## config.mk

```make
export PLATFORM = sky130hd
export DESIGN_NAME = wdog_window
export DESIGN_NICKNAME = d
export VERILOG_FILES = /design/src/rtl/wdog_pkg.sv /design/src/rtl/wdog_field.sv /design/src/rtl/wdog_cfg.sv /design/src/rtl/wdog_cnt.sv /design/src/rtl/wdog_window.sv
export SDC_FILE = /design/constraint.sdc
export NUM_CORES = 1
export LEC_CHECK = 0
export BUFFER_PORTS_ARGS = -buffer_cell sky130_fd_sc_hd__buf_2
export CORE_ASPECT_RATIO = 0.6
export CORE_MARGIN = 10
export CORE_UTILIZATION = 30
export CTS_BUF_LIST = sky130_fd_sc_hd__clkbuf_2 sky130_fd_sc_hd__clkbuf_4 sky130_fd_sc_hd__clkbuf_8
export DETAILED_ROUTE_END_ITERATION = 16
export MAX_ROUTING_LAYER = met4
export PLACE_DENSITY = 0.52
export SETUP_SLACK_MARGIN = 0.5
export SLEW_MARGIN = 15
export SYNTH_ARGS = -nofsm -noshare
export SYNTH_HDL_FRONTEND = slang
export SYNTH_HIERARCHICAL = 1
export SYNTH_SLANG_ARGS = --single-unit
export TNS_END_PERCENT = 50
```

## constraint.sdc

```tcl
create_clock -name clk -period 3.1 [get_ports clk]
set_input_delay 0.155 -clock clk [delete_from_list [all_inputs] [get_ports clk]]
set_output_delay 0.155 -clock clk [all_outputs]
set_load 0.01 [all_outputs]
```

## src/rtl/wdog_pkg.sv

```systemverilog
package wdog_pkg;
  localparam int CODE_W = 4;

  typedef enum logic {PH_CLOSED = 1'b0, PH_OPEN = 1'b1} wd_phase_e;

  typedef struct packed {
    logic              en;
    logic [CODE_W-1:0] code;
  } wd_field_t;
endpackage

```

## src/rtl/wdog_field.sv

```systemverilog
module wdog_field
  import wdog_pkg::*;
#(
  parameter int NUM_CODES = 11,
  parameter int RST_CODE  = 0
) (
  input  logic              clk,
  input  logic              rst_n,
  input  logic              acc_i,
  input  logic              wr_i,
  input  logic              chg_i,
  input  logic              en_i,
  input  logic [CODE_W-1:0] code_i,
  output wd_field_t         fld_o,
  output logic              upd_o
);
  wd_field_t fld_q, fld_d;
  logic      code_ok;

  always_comb begin
    code_ok = (int'(code_i) < NUM_CODES);
    upd_o   = acc_i && wr_i && chg_i;
    fld_d   = fld_q;
    fld_d.en = en_i;
    if (code_ok) fld_d.code = code_i;
  end

  always_ff @(posedge clk or negedge rst_n) begin
    if (!rst_n) begin
      fld_q.en   <= 1'b0;
      fld_q.code <= CODE_W'(RST_CODE);
    end else if (upd_o) begin
      fld_q <= fld_d;
    end
  end

  assign fld_o = fld_q;

  assert_chg_gate_R8: assert property (@(posedge clk) disable iff (!rst_n)
    !(wr_i && chg_i) |=> $stable(fld_o));
  assert_reserved_R3: assert property (@(posedge clk) disable iff (!rst_n)
    (wr_i && int'(code_i) >= NUM_CODES) |=> $stable(fld_o.code));
endmodule

```

## src/rtl/wdog_cfg.sv

```systemverilog
module wdog_cfg
  import wdog_pkg::*;
#(
  parameter int NUM_CODES = 11,
  parameter int RST_CODE  = 0
) (
  input  logic              clk,
  input  logic              rst_n,
  input  logic              permit_i,
  input  logic              lock_i,
  input  logic              ctl_wr_i,
  input  logic              ctl_en_i,
  input  logic              ctl_chg_i,
  input  logic [CODE_W-1:0] ctl_code_i,
  input  logic              win_wr_i,
  input  logic              win_en_i,
  input  logic              win_chg_i,
  input  logic [CODE_W-1:0] win_code_i,
  output wd_field_t         main_o,
  output wd_field_t         win_o,
  output logic              restart_o
);
  localparam int NF = 2;

  logic              locked_q;
  logic              acc;
  logic [NF-1:0]     wr, chg, en, upd;
  logic [CODE_W-1:0] code [NF];
  wd_field_t         fld  [NF];

  assign acc = permit_i && !locked_q && !lock_i;

  always_ff @(posedge clk or negedge rst_n) begin
    if (!rst_n)      locked_q <= 1'b0;
    else if (lock_i) locked_q <= 1'b1;
  end

  assign wr   = {win_wr_i,  ctl_wr_i};
  assign chg  = {win_chg_i, ctl_chg_i};
  assign en   = {win_en_i,  ctl_en_i};
  assign code[0] = ctl_code_i;
  assign code[1] = win_code_i;

  for (genvar i = 0; i < NF; i++) begin : g_fld
    wdog_field #(.NUM_CODES(NUM_CODES), .RST_CODE(RST_CODE)) u_fld (
      .clk(clk), .rst_n(rst_n), .acc_i(acc), .wr_i(wr[i]), .chg_i(chg[i]),
      .en_i(en[i]), .code_i(code[i]), .fld_o(fld[i]), .upd_o(upd[i])
    );
  end

  assign main_o    = fld[0];
  assign win_o     = fld[1];
  assign restart_o = |upd;

  assert_lock_freeze_R9: assert property (@(posedge clk) disable iff (!rst_n)
    locked_q |=> ($stable(main_o) && $stable(win_o)));
  assert_permit_gate_R10: assert property (@(posedge clk) disable iff (!rst_n)
    !permit_i |=> ($stable(main_o) && $stable(win_o)));
endmodule

```

## src/rtl/wdog_cnt.sv

```systemverilog
module wdog_cnt
  import wdog_pkg::*;
#(
  parameter int BASE_LOG2 = 3,
  parameter int CNT_W     = 13
) (
  input  logic              clk,
  input  logic              rst_n,
  input  logic              tick_i,
  input  logic              kick_i,
  input  logic              restart_i,
  input  logic              en_i,
  input  logic              win_en_i,
  input  logic [CODE_W-1:0] tcode_i,
  input  logic [CODE_W-1:0] wcode_i,
  output logic              rst_req_o
);
  logic [CNT_W-1:0] cnt_q, cnt_d, tlim, wlim, lim;
  wd_phase_e        phase_q, phase_d;
  logic             req_q, req_d, closed_now, cnt_ce;

  always_comb begin
    tlim = CNT_W'((32'd1 << (BASE_LOG2 + int'(tcode_i))) - 32'd1);
    wlim = CNT_W'((32'd1 << (BASE_LOG2 + int'(wcode_i))) - 32'd1);
    closed_now = win_en_i && (phase_q == PH_CLOSED);
    lim     = closed_now ? wlim : tlim;
    cnt_d   = cnt_q;
    phase_d = phase_q;
    req_d   = 1'b0;
    if (!en_i || restart_i) begin
      cnt_d   = '0;
      phase_d = PH_CLOSED;
    end else if (kick_i && !req_q) begin
      req_d   = closed_now;
      cnt_d   = '0;
      phase_d = PH_CLOSED;
    end else if (tick_i) begin
      if (cnt_q == lim) begin
        cnt_d = '0;
        if (closed_now) begin
          phase_d = PH_OPEN;
        end else begin
          req_d   = 1'b1;
          phase_d = PH_CLOSED;
        end
      end else begin
        cnt_d = cnt_q + 1'b1;
      end
    end
    cnt_ce = !en_i || restart_i || kick_i || tick_i;
  end

  always_ff @(posedge clk or negedge rst_n) begin
    if (!rst_n) begin
      cnt_q   <= '0;
      phase_q <= PH_CLOSED;
    end else if (cnt_ce) begin
      cnt_q   <= cnt_d;
      phase_q <= phase_d;
    end
  end

  always_ff @(posedge clk or negedge rst_n) begin
    if (!rst_n) req_q <= 1'b0;
    else        req_q <= req_d;
  end

  assign rst_req_o = req_q;

  assert_cnt_bound_R1: assert property (@(posedge clk) disable iff (!rst_n)
    cnt_q <= lim);
  assert_pulse_R13: assert property (@(posedge clk) disable iff (!rst_n)
    rst_req_o |=> !rst_req_o);
  assert_idle_R12: assert property (@(posedge clk) disable iff (!rst_n)
    !en_i |=> !rst_req_o);
  assert_early_kick_R6: assert property (@(posedge clk) disable iff (!rst_n)
    (en_i && win_en_i && phase_q == PH_CLOSED && kick_i && !rst_req_o && !restart_i)
      |=> rst_req_o);
endmodule

```

## src/rtl/wdog_window.sv

```systemverilog
module wdog_window
  import wdog_pkg::*;
#(
  parameter int NUM_CODES = 11,
  parameter int BASE_LOG2 = 3,
  parameter int RST_CODE  = 0
) (
  input  logic       clk,
  input  logic       rst_n,
  input  logic       tick_i,
  input  logic       kick_i,
  input  logic       permit_i,
  input  logic       lock_i,
  input  logic       ctl_wr_i,
  input  logic       ctl_en_i,
  input  logic       ctl_chg_i,
  input  logic [3:0] ctl_code_i,
  input  logic       win_wr_i,
  input  logic       win_en_i,
  input  logic       win_chg_i,
  input  logic [3:0] win_code_i,
  output logic       rst_req_o
);
  localparam int CNT_W = BASE_LOG2 + NUM_CODES - 1;

  wd_field_t main_f, win_f;
  logic      restart;

  wdog_cfg #(.NUM_CODES(NUM_CODES), .RST_CODE(RST_CODE)) u_cfg (
    .clk(clk), .rst_n(rst_n), .permit_i(permit_i), .lock_i(lock_i),
    .ctl_wr_i(ctl_wr_i), .ctl_en_i(ctl_en_i), .ctl_chg_i(ctl_chg_i),
    .ctl_code_i(ctl_code_i), .win_wr_i(win_wr_i), .win_en_i(win_en_i),
    .win_chg_i(win_chg_i), .win_code_i(win_code_i),
    .main_o(main_f), .win_o(win_f), .restart_o(restart)
  );

  wdog_cnt #(.BASE_LOG2(BASE_LOG2), .CNT_W(CNT_W)) u_cnt (
    .clk(clk), .rst_n(rst_n), .tick_i(tick_i), .kick_i(kick_i),
    .restart_i(restart), .en_i(main_f.en), .win_en_i(win_f.en),
    .tcode_i(main_f.code), .wcode_i(win_f.code), .rst_req_o(rst_req_o)
  );
endmodule

```

==> metrics.json, run 1 <==
{
  "sta": {
    "final-setup-viol-count": 0,
    "finalClockSkew_ps": 1.88,
    "timing_worst_slew_pin_value_ps": 650,
    "period_minus_slack_ps": 2510,
    "layout_worst_path_cycle_share_pct": 81.0,
    "timing_hold_violations_final": 0,
    "setup-tns-final_ps": 0,
    "worst_max_slew_margin_expressed_relative_to_the_limit_pct": 56.6,
    "maxSlewViolCount": 0,
    "setup_repair_after_global_routing_missed_its_margin": "no",
    "timing.fmax_mhz": 398
  },
  "critical_path": {
    "critical_path.endpoint": "u_cnt/cnt_q[3]",
    "end_kind": "flop",
    "critical_path.max_stage_delay_ps": 570,
    "critPathMaxFanout": 11,
    "r2r-end": "u_cnt/cnt_q[3]",
    "crit_chain": "or4b_4 > o31ai_4 > o211a_1 > a41oi_2 > a2111oi_4 > and4_4 > buf_8 > nor3b_1",
    "critical_path_depth": 8,
    "timing.setup.critical_path_class": "flop to flop",
    "number_of_cells_traversed_by_the_worst_register_to_register_path": 8,
    "arrival_ps": 2650,
    "regToRegSetupSlack_ps": 590,
    "worst-path-buf-inv": 1,
    "worst_setup_path_start_kind": "flop",
    "cpLargestDelayFamily": "simple AND/OR/NAND/NOR gates",
    "startpoint": "u_cfg/g_fld[1].u_fld/fld_o[0]",
    "worst_ep_required_time_ps": 3240,
    "cpMaxStageDelayCell": "sky130_fd_sc_hd__or4b_4",
    "worst_r2r_startpoint": "u_cfg/g_fld[1].u_fld/fld_o[0]"
  },
  "floorplanning": {
    "die_height_microns": 82.0,
    "fp-row-count": 22,
    "die_width_microns": 123,
    "floorplan.io_pins": 21,
    "start_util_pct": 31.2,
    "core_area_sq_mm": 0.00617,
    "floorplan.die_area_sq_mm": 0.0101
  },
  "synth": {
    "total_standard_cell_area_after_synthesis_sq_mm": 0.00192,
    "synth_sequential_area_ratio_pct": 33.8,
    "syn_area_per_cell_sq_um": 9.29,
    "ys_seq_elements": 26,
    "async_reset_ff_share_pct": 100,
    "post-synth-top-count-cell": "sky130_fd_sc_hd__dfrtp_1",
    "post_synth_num_cell_types": 56,
    "synth_top_flop_cell": "sky130_fd_sc_hd__dfrtp_1",
    "post_synth_edffs": 0,
    "netlist_top_cells_area": "sky130_fd_sc_hd__dfrtp_1 (34%), sky130_fd_sc_hd__nor3_2 (5.2%), sky130_fd_sc_hd__xnor2_1 (5.0%), sky130_fd_sc_hd__a21oi_1 (4.7%), sky130_fd_sc_hd__nor2_1 (3.5%)",
    "syn_inst": 207,
    "synth.yosys.warnings": 6,
    "synth_top_cell_area_share_pct": 33.8,
    "netlist.top_cell.by_area": "sky130_fd_sc_hd__dfrtp_1",
    "netlist_top_cells_count": "sky130_fd_sc_hd__dfrtp_1 (26), sky130_fd_sc_hd__a21oi_1 (18), sky130_fd_sc_hd__nor2_1 (18)"
  },
  "grt": {
    "global_route.overflow_total": 0,
    "grt_met2_usage_pct": 13.5,
    "globalRouteMet1Util_pct": 15.7,
    "pin_count_of_the_biggest_net_entering_global_routing": 27,
    "antenna_found_initial": 0,
    "groute.layer.met3.usage_pct": 3.22,
    "busiest_layer": "met1",
    "grt_first_pass_wirelength_mm": 8.11,
    "via_count_of_the_first_global_routing_pass": 1503,
    "global_route.usage.total_pct": 10.5
  },
  "finish": {
    "drive_gt1_share_pct": 28.6,
    "final_nets": 255,
    "postLayoutCoreUtil_pct": 36.8,
    "area.growth.synth_to_final_pct": 18.0,
    "num-fill-cells": 656,
    "final_antenna_diode_count": 0,
    "post-route-cell-area_sq_mm": 0.00227
  },
  "clocking": {
    "clock_transition_at_the_register_clock_pins_on_the_worst_setup_and_hold_paths_after_cts_ps": 90,
    "tritoncts.num_buffers": 3,
    "cts_buffer_depth": 2,
    "cts_num_sinks": 26,
    "worst_skew_pair.late_latency_ps": 270,
    "htree_levels": 1,
    "cts_tree": "built",
    "clk_root_buffer_cell": "sky130_fd_sc_hd__clkbuf_8"
  },
  "pwr": {
    "seq_power_share_pct": 54.2,
    "power_report.internal_total_mw": 0.477,
    "finalPower_mw": 0.656,
    "power.clock.fraction_pct": 30.3,
    "power.net_switching_mw": 0.179,
    "worst_ir_drop_vdd_mv": 0.177,
    "leakage_power_nw": 0.901,
    "switching_share_pct": 27.3,
    "pwr-share-comb_pct": 15.5,
    "power_density_mw_per_mm2": 289
  },
  "routing": {
    "drt_first_iter_violations": 88,
    "route.antenna.remaining_nets": 0,
    "drt_first_pass_iters": 4,
    "routed_wire_length_per_instance_microns": 16.1,
    "drc": 0,
    "wirelength_mm": 5.06,
    "viasPerCell": 5.08,
    "via_count": 1601
  },
  "place": {
    "gp_congestion": 0.901,
    "number_of_input_and_output_port_buffers_inserted": 20,
    "dp_hpwl_mm": 3.79,
    "place_area_sq_mm": 0.00208
  },
  "flow_run": {
    "maxCapViolations": 0
  },
  "min_path": {
    "timing.hold.worst.class": "primary input to flop"
  },
  "outcome": {
    "outcome": "finished, final reports clean"
  }
}
[layout by cell type (no fill, tap or decap), types with 2 or more instances in the layout]
cell type,n
sky130_fd_sc_hd__dfrtp_1,22
sky130_fd_sc_hd__buf_2,20
sky130_fd_sc_hd__nor2_1,18
sky130_fd_sc_hd__a21oi_1,17
sky130_fd_sc_hd__nand2_1,14
sky130_fd_sc_hd__xnor2_1,11
sky130_fd_sc_hd__nor3_2,11
sky130_fd_sc_hd__inv_1,9
sky130_fd_sc_hd__o21ai_0,7
sky130_fd_sc_hd__and3_1,7
sky130_fd_sc_hd__xor2_1,6
sky130_fd_sc_hd__dfrtp_2,4
sky130_fd_sc_hd__a31oi_1,4
sky130_fd_sc_hd__mux2i_1,4
sky130_fd_sc_hd__nand3_1,4
sky130_fd_sc_hd__nand4_1,4
sky130_fd_sc_hd__buf_4,4
sky130_fd_sc_hd__clkbuf_8,3
sky130_fd_sc_hd__nand3_2,3
sky130_fd_sc_hd__nor3b_1,3
sky130_fd_sc_hd__or2_1,2
sky130_fd_sc_hd__inv_2,2
sky130_fd_sc_hd__o32a_1,2
sky130_fd_sc_hd__nor2b_1,2
sky130_fd_sc_hd__nand2b_1,2
sky130_fd_sc_hd__mux2i_4,2
sky130_fd_sc_hd__o21ai_1,2
sky130_fd_sc_hd__or3_1,2
sky130_fd_sc_hd__a211oi_1,2
sky130_fd_sc_hd__a2111oi_4,2
sky130_fd_sc_hd__ha_1,2
sky130_fd_sc_hd__conb_1,2
[area by class of cell]
type                    count  area [sq um]  area share [%]
multi-input cells         164          1260            55.5
flip-flops and latches     26           656            28.9
repair buffers             27           166            7.34
well taps                  84           105            4.63
clock buffers               3          41.3            1.82
inverters                  11          41.3            1.82
[registers in the layout (all words and copies together), names as in the netlist]
| signal | count |
|---|---|
| u_cnt/cnt_q | 13 |
| u_cfg/g_fld.u_fld/fld_o | 10 |
| u_cfg/locked_q | 1 |
| u_cnt/phase_q | 1 |
| u_cnt/rst_req_o | 1 |
[metrics by stage]
stage / instances / setup slack, ps / hold WS [ps]
after CTS: 312 / 510 / 71.9
after global placement: 308 / 385 / 210
after floorplan: 208 / 823 / -141
after global routing: 315 / 504 / 80.5
final: 315 / 588 / 73.0
after detailed placement: 308 / 340 / 215
[worst register-to-register path, delay by kind of cell, from the launching register on]
kind                   cells  cell delay, ps
buffers and inverters      1             170
DFF                        1             460
and+or+nand+nor            3             930
AOI/OAI and AO/OA          4             820
[metal layers]
layer  wire, microns  share of wire [%]
met1            2690                 53
met2            1910                 38
met3             439                8.7
met4              17               0.34
met5               0                  0
[worst min-delay path by stage]
stage / from / to / slack (ps) / cells past startpoint
2_1_floorplan: rst_n / u_cfg/g_fld[0].u_fld/fld_o[0] / -140 / 0
3_3_place_gp: rst_n / u_cfg/g_fld[1].u_fld/fld_o[0] / 210 / 1
3_5_place_dp: rst_n / u_cfg/g_fld[1].u_fld/fld_o[0] / 220 / 1
4_1_cts: ctl_en_i / u_cfg/g_fld[0].u_fld/fld_o[4] / 70 / 3
5_1_grt: ctl_en_i / u_cfg/g_fld[0].u_fld/fld_o[4] / 80 / 3
6_report: ctl_en_i / u_cfg/g_fld[0].u_fld/fld_o[4] / 70 / 3
[cells by family after synthesis]
| family | count (synthesis) | synth area share [%] |
|---|---|---|
| and+or+nand+nor | 83 | 26.1 |
| AOI/OAI and AO/OA | 51 | 19.5 |
| DFF | 26 | 33.8 |
| buffers and inverters | 18 | 5.99 |
| xor gates and xnor gates | 17 | 7.74 |
| muxes | 9 | 5.40 |
| adders and majority gates | 2 | 1.30 |
| other | 1 | 0.195 |
[what timing repair did]
| item | in CTS | in global routing |
|---|---|---|
| pin swaps | 0 | 3 |
| hold buffers | 1 | 0 |
| endpoints found under the setup margin | 12 | 11 |
| resized for setup | 11 | 15 |
| cloned | 0 | 0 |
| setup buffers | 0 | 3 |
| endpoints found under the hold margin | 26 | 0 |
[power groups by stage]
stage	Combinational [mW]	Sequential, mW	Clock [mW]
3_3_place_gp	0.0881	0.361	0
6_report	0.102	0.356	0.198
2_1_floorplan	0.0566	0.357	0
4_1_cts	0.0942	0.355	0.205
3_5_place_dp	0.0887	0.360	0
5_1_grt	0.113	0.357	0.223
(Power assumes the default switching activity.)
==> run 2, diff against run 1 <==
--- a/config.mk
+++ b/config.mk
@@ -12,7 +12,7 @@
 export CTS_BUF_LIST = sky130_fd_sc_hd__clkbuf_2 sky130_fd_sc_hd__clkbuf_4 sky130_fd_sc_hd__clkbuf_8
 export DETAILED_ROUTE_END_ITERATION = 16
 export MAX_ROUTING_LAYER = met4
-export PLACE_DENSITY = 0.52
+export PLACE_DENSITY = 0.54
 export SETUP_SLACK_MARGIN = 0.5
 export SLEW_MARGIN = 15
 export SYNTH_ARGS = -nofsm -noshare
==> constraint.sdc (replaced) <==
create_clock -name clk -period 2.2 [get_ports clk]
set_input_delay 0.11 -clock clk [delete_from_list [all_inputs] [get_ports clk]]
set_output_delay 0.11 -clock clk [all_outputs]
set_load 0.01 [all_outputs]
==> run 2 against run 1 <==
  * The flow now finishes with violations (setup timing)
  * Critical path depth unchanged
  * Non-clock buffer count up 22
  * Core utilization up 3.1 points
  * Largest cell class unchanged
  * Largest power group unchanged
==> metrics.json, run 2 (synthesis gave the netlist of run 1 again) <==
{
  "critical_path": {
    "regToRegSetupSlack_ps": -250,
    "worst_ep_required_time_ps": 2400,
    "worst_setup_path_start_kind": "flop",
    "timing.setup.critical_path_class": "flop to flop",
    "end_kind": "flop",
    "arrival_ps": 2650,
    "critPathMaxFanout": 7
  },
  "floorplanning": {
    "die_height_microns": 82.0,
    "start_util_pct": 31.2,
    "fp-row-count": 22,
    "floorplan.io_pins": 21,
    "core_area_sq_mm": 0.00617,
    "floorplan.die_area_sq_mm": 0.0101,
    "die_width_microns": 123
  },
  "finish": {
    "postLayoutCoreUtil_pct": 39.9,
    "final_antenna_diode_count": 0,
    "mostFrequentLayoutCell": "sky130_fd_sc_hd__dfrtp_1",
    "register_containing_the_most_flip_flops_in_the_final_layout": "u_cnt/cnt_q",
    "area.growth.synth_to_final_pct": 27.8,
    "post-route-cell-area_sq_mm": 0.00246,
    "largest_register_ffs": 13,
    "drive_gt1_share_pct": 33.9,
    "layout.cells.most_common_list": "sky130_fd_sc_hd__dfrtp_1 (25), sky130_fd_sc_hd__buf_4 (24), sky130_fd_sc_hd__buf_2 (20)",
    "final_nets": 277
  },
  "grt": {
    "grt_first_pass_wirelength_mm": 8.82,
    "via_count_of_the_first_global_routing_pass": 1720,
    "pin_count_of_the_biggest_net_entering_global_routing": 27,
    "global_route.usage.total_pct": 11.1,
    "global_route.overflow_total": 0,
    "antenna_found_initial": 0
  },
  "sta": {
    "layout_worst_path_cycle_share_pct": 111,
    "worst_max_slew_margin_expressed_relative_to_the_limit_pct": 58.1,
    "setup_repair_after_global_routing_missed_its_margin": "yes",
    "timing_hold_violations_final": 0,
    "final-setup-viol-count": 14,
    "maxSlewViolCount": 0,
    "final_critical_path_setup_slack_ps": -246,
    "holdWs_ps": 25.8,
    "timing_worst_slew_pin_value_ps": 628,
    "finalClockSkew_ps": 2.62,
    "period_minus_slack_ps": 2450,
    "timing.fmax_mhz": 409
  },
  "clocking": {
    "clk_root_buffer_cell": "sky130_fd_sc_hd__clkbuf_8",
    "worst_skew_pair.late_latency_ps": 280,
    "tritoncts.num_buffers": 3,
    "htree_levels": 1,
    "cts_buffer_depth": 2,
    "clock_transition_at_the_register_clock_pins_on_the_worst_setup_and_hold_paths_after_cts_ps": 100,
    "cts_num_sinks": 26,
    "cts_tree": "built"
  },
  "place": {
    "number_of_input_and_output_port_buffers_inserted": 20,
    "place_area_sq_mm": 0.00226,
    "gp_congestion": 0.864,
    "dp_hpwl_mm": 4.03
  },
  "outcome": {
    "outcome": "finished, violations left",
    "violations": "setup timing"
  },
  "min_path": {
    "timing.hold.worst.class": "primary input to flop"
  },
  "routing": {
    "met2_length_mm": 2.19,
    "dr_wl_met3_microns": 327,
    "routed.top_layer": "met4",
    "wl_met1_mm": 2.85,
    "drt_first_iter_violations": 86,
    "viasPerCell": 5.11,
    "via_count": 1728,
    "route.antenna.remaining_nets": 0,
    "drt_first_pass_iters": 4,
    "routed_wire_length_per_instance_microns": 15.9,
    "wirelength_mm": 5.37,
    "drc": 0
  },
  "pwr": {
    "power_density_mw_per_mm2": 401,
    "leakage_power_nw": 1.03,
    "worst_ir_drop_vdd_mv": 0.304,
    "finalPower_mw": 0.985
  },
  "flow_run": {
    "maxCapViolations": 0
  }
}
run 2: changes by cell type in the layout (fill, tap and decap cells not counted), moves of 2 or more:
cell                      change
sky130_fd_sc_hd__buf_4       +20
sky130_fd_sc_hd__dfrtp_2      -3
sky130_fd_sc_hd__dfrtp_1      +3
sky130_fd_sc_hd__a31oi_2      +2
run 2: cell type report:
class	instances	area, sq um
clock buffers	4	55.1
fillers	645	3710
inverters	11	41.3
multi-input cells	164	1250
flip-flops and latches	26	652
well taps	84	105
repair buffers	49	358
run 2: timing repair:
item	CTS	global route
gates resized for setup	8	12
endpoints found under the hold margin	26	0
hold buffers	1	0
endpoints found under the setup margin	15	15
cloned	0	1
buffers inserted	2	0
pin swaps	4	4
run 2: report_power, final:
part	switching, mW	total, mW	internal [mW]
Sequential	0.00885	0.494	0.485
Combinational	0.0921	0.165	0.0730
Clock	0.166	0.326	0.161
Total	0.267	0.985	0.718
run 2: final timing paths:
kind                       cells after the start      startpoint                             to
min reg2reg                                    1  u_cfg/locked_q                 u_cfg/locked_q
max in group asynchronous                      2           rst_n                  u_cnt/phase_q
min                                            2          lock_i                 u_cfg/locked_q
max reg2reg                                    8   u_cnt/phase_q                  u_cnt/phase_q
min in group asynchronous                      2           rst_n  u_cfg/g_fld[0].u_fld/fld_o[4]
max                                            8   u_cnt/phase_q                  u_cnt/phase_q
run 2: per-stage QoR:
stage	instances	setup WS, ps	setup TNS, ps
global route	338	-301	-2930
finish	338	-246	-2170
CTS	337	-254	-2200
floorplan	208	-77.0	-751
global placement	330	-295	-3430
detailed placement	330	-345	-3820
run 2: critical path, stage by stage (launching register included):
cell and delay (ps):
sky130_fd_sc_hd__dfrtp_2 470, sky130_fd_sc_hd__or4b_4 550, sky130_fd_sc_hd__o31ai_4 120, sky130_fd_sc_hd__o211a_1 210, sky130_fd_sc_hd__a41oi_2 60, sky130_fd_sc_hd__a2111oi_4 320, sky130_fd_sc_hd__and4_4 300, sky130_fd_sc_hd__buf_12 140
sky130_fd_sc_hd__mux2i_1 180
run 2: layer usage:
metal,global-route usage (%),up-vias
met5,-,-
met4,0.810,0
met3,2.53,3
met2,15.6,53
met1,16.2,826
li1,-,846
